`src/rtl/nest_irq_ctrl.sv`:
```
module nest_irq_ctrl #(
  parameter int NSRC  = 8,
  parameter int VEC_W = 16,
  parameter int DEPTH = 8,
  localparam int IW = (NSRC > 1) ? $clog2(NSRC) : 1,
  localparam int DW = $clog2(DEPTH + 1)
) (
  input  logic             clk,
  input  logic             rst,
  input  logic [NSRC-1:0]  trig_i,
  input  logic             master_we,
  input  logic             master_d,
  input  logic             en_we,
  input  logic [IW-1:0]    en_idx,
  input  logic             en_d,
  input  logic             pri_we,
  input  logic [IW-1:0]    pri_idx,
  input  logic [2:0]       pri_d,
  input  logic             vec_we,
  input  logic [IW-1:0]    vec_idx,
  input  logic [VEC_W-1:0] vec_d,
  input  logic             ack_i,
  input  logic             clr_i,
  input  logic [IW-1:0]    clr_idx,
  input  logic             ret_i,
  output logic             irq_o,
  output logic [VEC_W-1:0] vec_o,
  output logic [IW-1:0]    src_o,
  output logic [NSRC-1:0]  pend_o,
  output logic [NSRC-1:0]  act_o,
  output logic [DW-1:0]    depth_o
);
  localparam int SW = (DEPTH > 1) ? $clog2(DEPTH) : 1;

  logic             master_q;
  logic [NSRC-1:0]  en_q, pend_q, act_q, trig_q;
  logic [2:0]       pri_q [NSRC];
  logic [VEC_W-1:0] vec_q [NSRC];
  logic [2:0]       stk_pri [DEPTH];
  logic [IW-1:0]    stk_src [DEPTH];
  logic [DW-1:0]    depth_q;

  logic             found;
  logic [IW-1:0]    best_idx;
  logic [2:0]       best_pri;
  logic [SW-1:0]    top_ix;
  logic             empty, full, do_ret, do_ack;
  logic [NSRC-1:0]  rise;

  always_comb begin
    found    = 1'b0;
    best_idx = '0;
    best_pri = 3'd7;
    for (int i = 0; i < NSRC; i++) begin
      if (pend_q[i] && en_q[i] && (!found || pri_q[i] < best_pri)) begin
        found    = 1'b1;
        best_idx = IW'(i);
        best_pri = pri_q[i];
      end
    end
  end

  assign rise    = trig_i & ~trig_q;
  assign empty   = (depth_q == '0);
  assign full    = (depth_q == DW'(DEPTH));
  assign top_ix  = SW'(depth_q - DW'(1));
  assign irq_o   = master_q && found && (empty || best_pri < stk_pri[top_ix]);
  assign vec_o   = vec_q[best_idx];
  assign src_o   = best_idx;
  assign pend_o  = pend_q;
  assign act_o   = act_q;
  assign depth_o = depth_q;
  assign do_ret  = ret_i && !empty;
  assign do_ack  = ack_i && irq_o && !do_ret && !full;

  always_ff @(posedge clk) begin
    if (rst) begin
      master_q <= 1'b0;
      en_q     <= '0;
      pend_q   <= '0;
      act_q    <= '0;
      trig_q   <= '0;
      depth_q  <= '0;
      for (int i = 0; i < NSRC; i++) begin
        pri_q[i] <= '0;
        vec_q[i] <= '0;
      end
      for (int d = 0; d < DEPTH; d++) begin
        stk_pri[d] <= '0;
        stk_src[d] <= '0;
      end
    end else begin
      trig_q <= trig_i;
      if (master_we) master_q <= master_d;
      if (en_we)     en_q[en_idx] <= en_d;
      if (pri_we)    pri_q[pri_idx] <= pri_d;
      if (vec_we)    vec_q[vec_idx] <= vec_d;
      for (int i = 0; i < NSRC; i++) begin
        if (rise[i] && en_q[i])
          pend_q[i] <= 1'b1;
        else if (clr_i && clr_idx == IW'(i))
          pend_q[i] <= 1'b0;
      end
      if (do_ret) begin
        depth_q <= depth_q - DW'(1);
        act_q[stk_src[top_ix]] <= 1'b0;
      end else if (do_ack) begin
        stk_pri[SW'(depth_q)] <= best_pri;
        stk_src[SW'(depth_q)] <= best_idx;
        act_q[best_idx] <= 1'b1;
        depth_q <= depth_q + DW'(1);
      end
    end
  end


  ack_grant_chk: assert property (@(posedge clk) disable iff (rst)
    (ack_i && irq_o && empty) |=> (act_q[$past(src_o)] && depth_q == DW'(1)));


  ret_pop_chk: assert property (@(posedge clk) disable iff (rst)
    (ret_i && !empty) |=> (depth_q == $past(depth_q) - DW'(1)));


  nest_order_chk: assert property (@(posedge clk) disable iff (rst)
    (depth_q >= DW'(2)) |-> (stk_pri[top_ix] < stk_pri[top_ix - SW'(1)]));


  master_gate_chk: assert property (@(posedge clk) disable iff (rst)
    (master_we && !master_d) |=> !irq_o);


  depth_cap_chk: assert property (@(posedge clk) disable iff (rst)
    depth_q <= DW'(DEPTH));

  for (genvar g = 0; g < NSRC; g++) begin : g_src

    latch_rise_chk: assert property (@(posedge clk) disable iff (rst)
      (trig_i[g] && !trig_q[g] && en_q[g]) |=> pend_q[g]);
  end
endmodule

```
`config.mk`:
```
export PLATFORM = sky130hd
export DESIGN_NAME = nest_irq_ctrl
export DESIGN_NICKNAME = d
export VERILOG_FILES = /design/src/rtl/nest_irq_ctrl.sv
export SDC_FILE = /design/constraint.sdc
export NUM_CORES = 1
export LEC_CHECK = 0
export ABC_AREA = 1
export CELL_PAD_IN_SITES_DETAIL_PLACEMENT = 1
export CELL_PAD_IN_SITES_GLOBAL_PLACEMENT = 1
export CORE_MARGIN = 2
export CORE_UTILIZATION = 45
export DETAILED_ROUTE_END_ITERATION = 8
export PLACE_DENSITY = 0.81
export REMOVE_ABC_BUFFERS = 1
export SYNTH_ARGS = -nofsm -noshare
export SYNTH_HDL_FRONTEND = slang
export SYNTH_SLANG_ARGS = --single-unit
export TNS_END_PERCENT = 10
```
`constraint.sdc`:
```
create_clock -name clk -period 11.1 [get_ports clk]
set_input_delay 1.11 -clock clk [delete_from_list [all_inputs] [get_ports clk]]
set_output_delay 1.11 -clock clk [all_outputs]
set_load 0.02 [all_outputs]
```
==> metrics.txt <==
slowest CP cell=clkdlybuf4s50_1; DRC errors left=0; worst hold path class=reg2reg; Syn-to-layout area delta=18.3%; status=completed; Rel. slew slack=between 20 and 30%; VDD IR-drop max=about 0.12 mV; cell mode on critical path=nand2_1; FP Rows=58; area fraction of the dominant cell type after synthesis=52.7%; CP Buf/Inv Count=9; Final HPWL DP=about 22 mm; H-Tree Depth=1; Fmax=slightly below 100 MHz; nets@finish=roughly 1400; skew final=between 0.02 and 0.025 ns; core area=roughly 0.025 sq mm; initial antenna violation count=1; WS Path Type=reg2out; Yosys top cell by area=edfxtp_1; Hold Fails Final Rpt=0; Worst Max-Slew Pin Slew=between 1 and 1.5 ns; hold-fix buffers at CTS=0; unrepaired setup endpoints after global routing=yes; Num CTS Buffers=27; cells after synthesis=about 1300; largest cells by area after synthesis=edfxtp_1 (53%), nor2_1 (9.7%), nand2_1 (9.5%); Die W=163 microns; CP Data Required Time=9.99 ns; worst path arrival time=9.20 ns; First DRT Iteration DRCs=around 800; MaxCap Viol Count=0; Critical Path Fanout Max=27; Synth cell types=38; Cell Area, Synth=roughly 0.011 sq mm; gpl congestion=between 0.8 and 0.9; pwr dens=around 180 mW/mm^2; Period minus WS final=~10 ns; ys flop type=edfxtp_1; YS warnings=0; num ports=90; Die ar.=about 0.027 sq mm; synthesized area per cell=between 8 and 9 sq um; final count of pins violating max slew=0; clock buffer depth=3; Die Span Y=between 150 and 200 microns; post-layout util=a little over half; critical path's largest stage delay=around 0.67 ns; IO buf count=89; Startpoint Class=register; #FFs+latches synth=237; fin crit share=between 90 and 100%; family with the most delay on the worst path=simple AND/OR/NAND/NOR gates; Pre-antenna DRT Iters=5; worst skew pair latency=between 0.5 and 0.6 ns; Post-synth EDFFs=200; largest net degree at the start of global routing=58; Synth async-reset ratio=0%; Post-DRT Antenna Nets=0; grt total ovfl=0; Seq/Total Area, Yosys=just under 60%; final setup fails=0; worst hold margin=between 0.4 and 0.5 ns; clk sinks=roughly 240; WL/cell=20.2 microns; Reg clk slew, reported paths=approximately 0.060 ns; DR vias=9519; Root Buffer=clkbuf_16; via/cell ratio=5.56; crit end category=output pin; TritonCTS clock tree=done; gr usage total=roughly a quarter; WL final=roughly 35 mm; layout cell share with drive strength beyond 1=6.30%; global-route wire length before repair=between 50 and 60 mm; leakage power=around 5.5 nW; Initial Utilization=between 40% and 50%; number of global-route vias before repair=10100
[sequential cells by signal, indices dropped and copies added, names as in the netlist]
| name | cells |
|---|---|
| en_q | 8 |
| pri_q | 24 |
| depth_o | 4 |
| stk_src | 24 |
| trig_q | 8 |
| master_q | 1 |
| vec_q | 128 |
| pend_o | 8 |
| stk_pri | 24 |
| act_o | 8 |
[stage by stage]
step           cell area, sq um  cells  TNS [ns]  setup WS (ns)  power [mW]
6_report                  13500   1711         0          0.793        2.44
5_1_grt                   13500   1710    -0.320        -0.0702        2.54
4_1_cts                   13400   1708         0          0.408        2.44
3_5_place_dp              12600   1659         0           1.03        1.59
3_3_place_gp              12600   1659         0           1.56        1.57
2_1_floorplan             11200   1227         0           1.68        1.38
[worst paths after layout]
path	start	end	slack (ns)	cells after the start
worst min-delay path	en_q[3]	pend_o[3]	0.48	2
worst max register to register	pend_o[0]	stk_src[3][2]	1.76	60
worst min register to register	en_q[3]	pend_o[3]	0.48	2
worst max-delay path	pend_o[0]	vec_o[2]	0.79	63
[logic make-up (layout without fill, tap and decap cells)]
group | after synthesis | in the layout | synth area share [%]
DFF | 237 | 237 | 59.2
adders and majority gates | 11 | 11 | 1.21
other | 0 | 1 | 0
AOI/OAI and AO/OA | 191 | 191 | 9.37
and+or+nand+nor | 672 | 672 | 24.4
xor gates and xnor gates | 3 | 3 | 0.230
buffers and inverters | 165 | 266 | 5.65
[power breakdown]
| part | total, mW | leakage, nW | internal (mW) | switching, mW |
|---|---|---|---|---|
| clock network | 0.857 | 0.414 | 0.493 | 0.364 |
| registers | 1.06 | 2.26 | 1.03 | 0.0382 |
| logic | 0.517 | 2.81 | 0.169 | 0.348 |
[layer usage]
| layer | wire [microns] | GRT usage, % | part of all wire (%) | vias to the layer above |
|---|---|---|---|---|
| met2 | 17300 | 46.2 | 50 | 315 |
| met4 | 1020 | 8.61 | 3.0 | 0 |
| met3 | 1850 | 3.33 | 5.4 | 80 |
| met1 | 14400 | 33.1 | 42 | 4717 |
| met5 | 0 | 0 | 0 | - |
| li1 | - | - | - | 4407 |
[synth_stat cells (2+ instances only)]
library cell  instances
ha_1                 11
o22ai_1               8
o21ai_0              64
nand4_1               4
o21ai_1              10
nor2_1              296
edfxtp_1            200
nor3_1               12
dfxtp_1              37
nand2_1             290
o31ai_1               2
clkinv_1              5
xor2_1                2
a22oi_1               2
clkbuf_1             32
nand3b_1              7
a21oi_1              82
nand3_1              38
nand3_4               6
inv_1               107
buf_2                17
nand2_4               2
buf_1                 2
nand2_2              14
o2111ai_1            16
[worst reg2reg max path, delay by kind of cell (launching register included)]
family | cells | cell delay [ns]
compound gates | 10 | 3.12
fa+ha+maj | 7 | 2.06
buf+inv | 6 | 0.36
simple gates | 37 | 3.09
flops | 1 | 0.34
[repair_timing]
| item | in CTS | in global routing |
|---|---|---|
| setup endpoints to repair | 0 | 17 |
| buffers inserted | 0 | 1 |
| gates resized for setup | 0 | 15 |
[area by class of cell]
cell class,count,area [sq um]
Clock inverter,15,129
Sequential cell,237,6750
Tap cell,330,413
Inverter,113,435
Antenna cell,1,2.50
Timing Repair inverter,1,5.00
Clock buffer,34,702
Timing Repair Buffer,103,1020
Fill cell,2922,11500
Multi-Input combinational cell,877,4030
[layout by cell type, fill, tap and decap left out, drive strengths merged, types with 12 or more instances in the layout]
master,netlist,routed
o2111ai,16,16
a21oi,83,83
inv,108,106
dfxtp,37,37
nand3,45,45
nor2,297,297
buf,20,14
o21ai,75,75
clkdlybuf4s50,0,86
clkinv,5,17
edfxtp,200,200
clkbuf,32,34
nor3,12,12
nand2,306,306
Note: power is estimated with default switching activity, not from simulation.
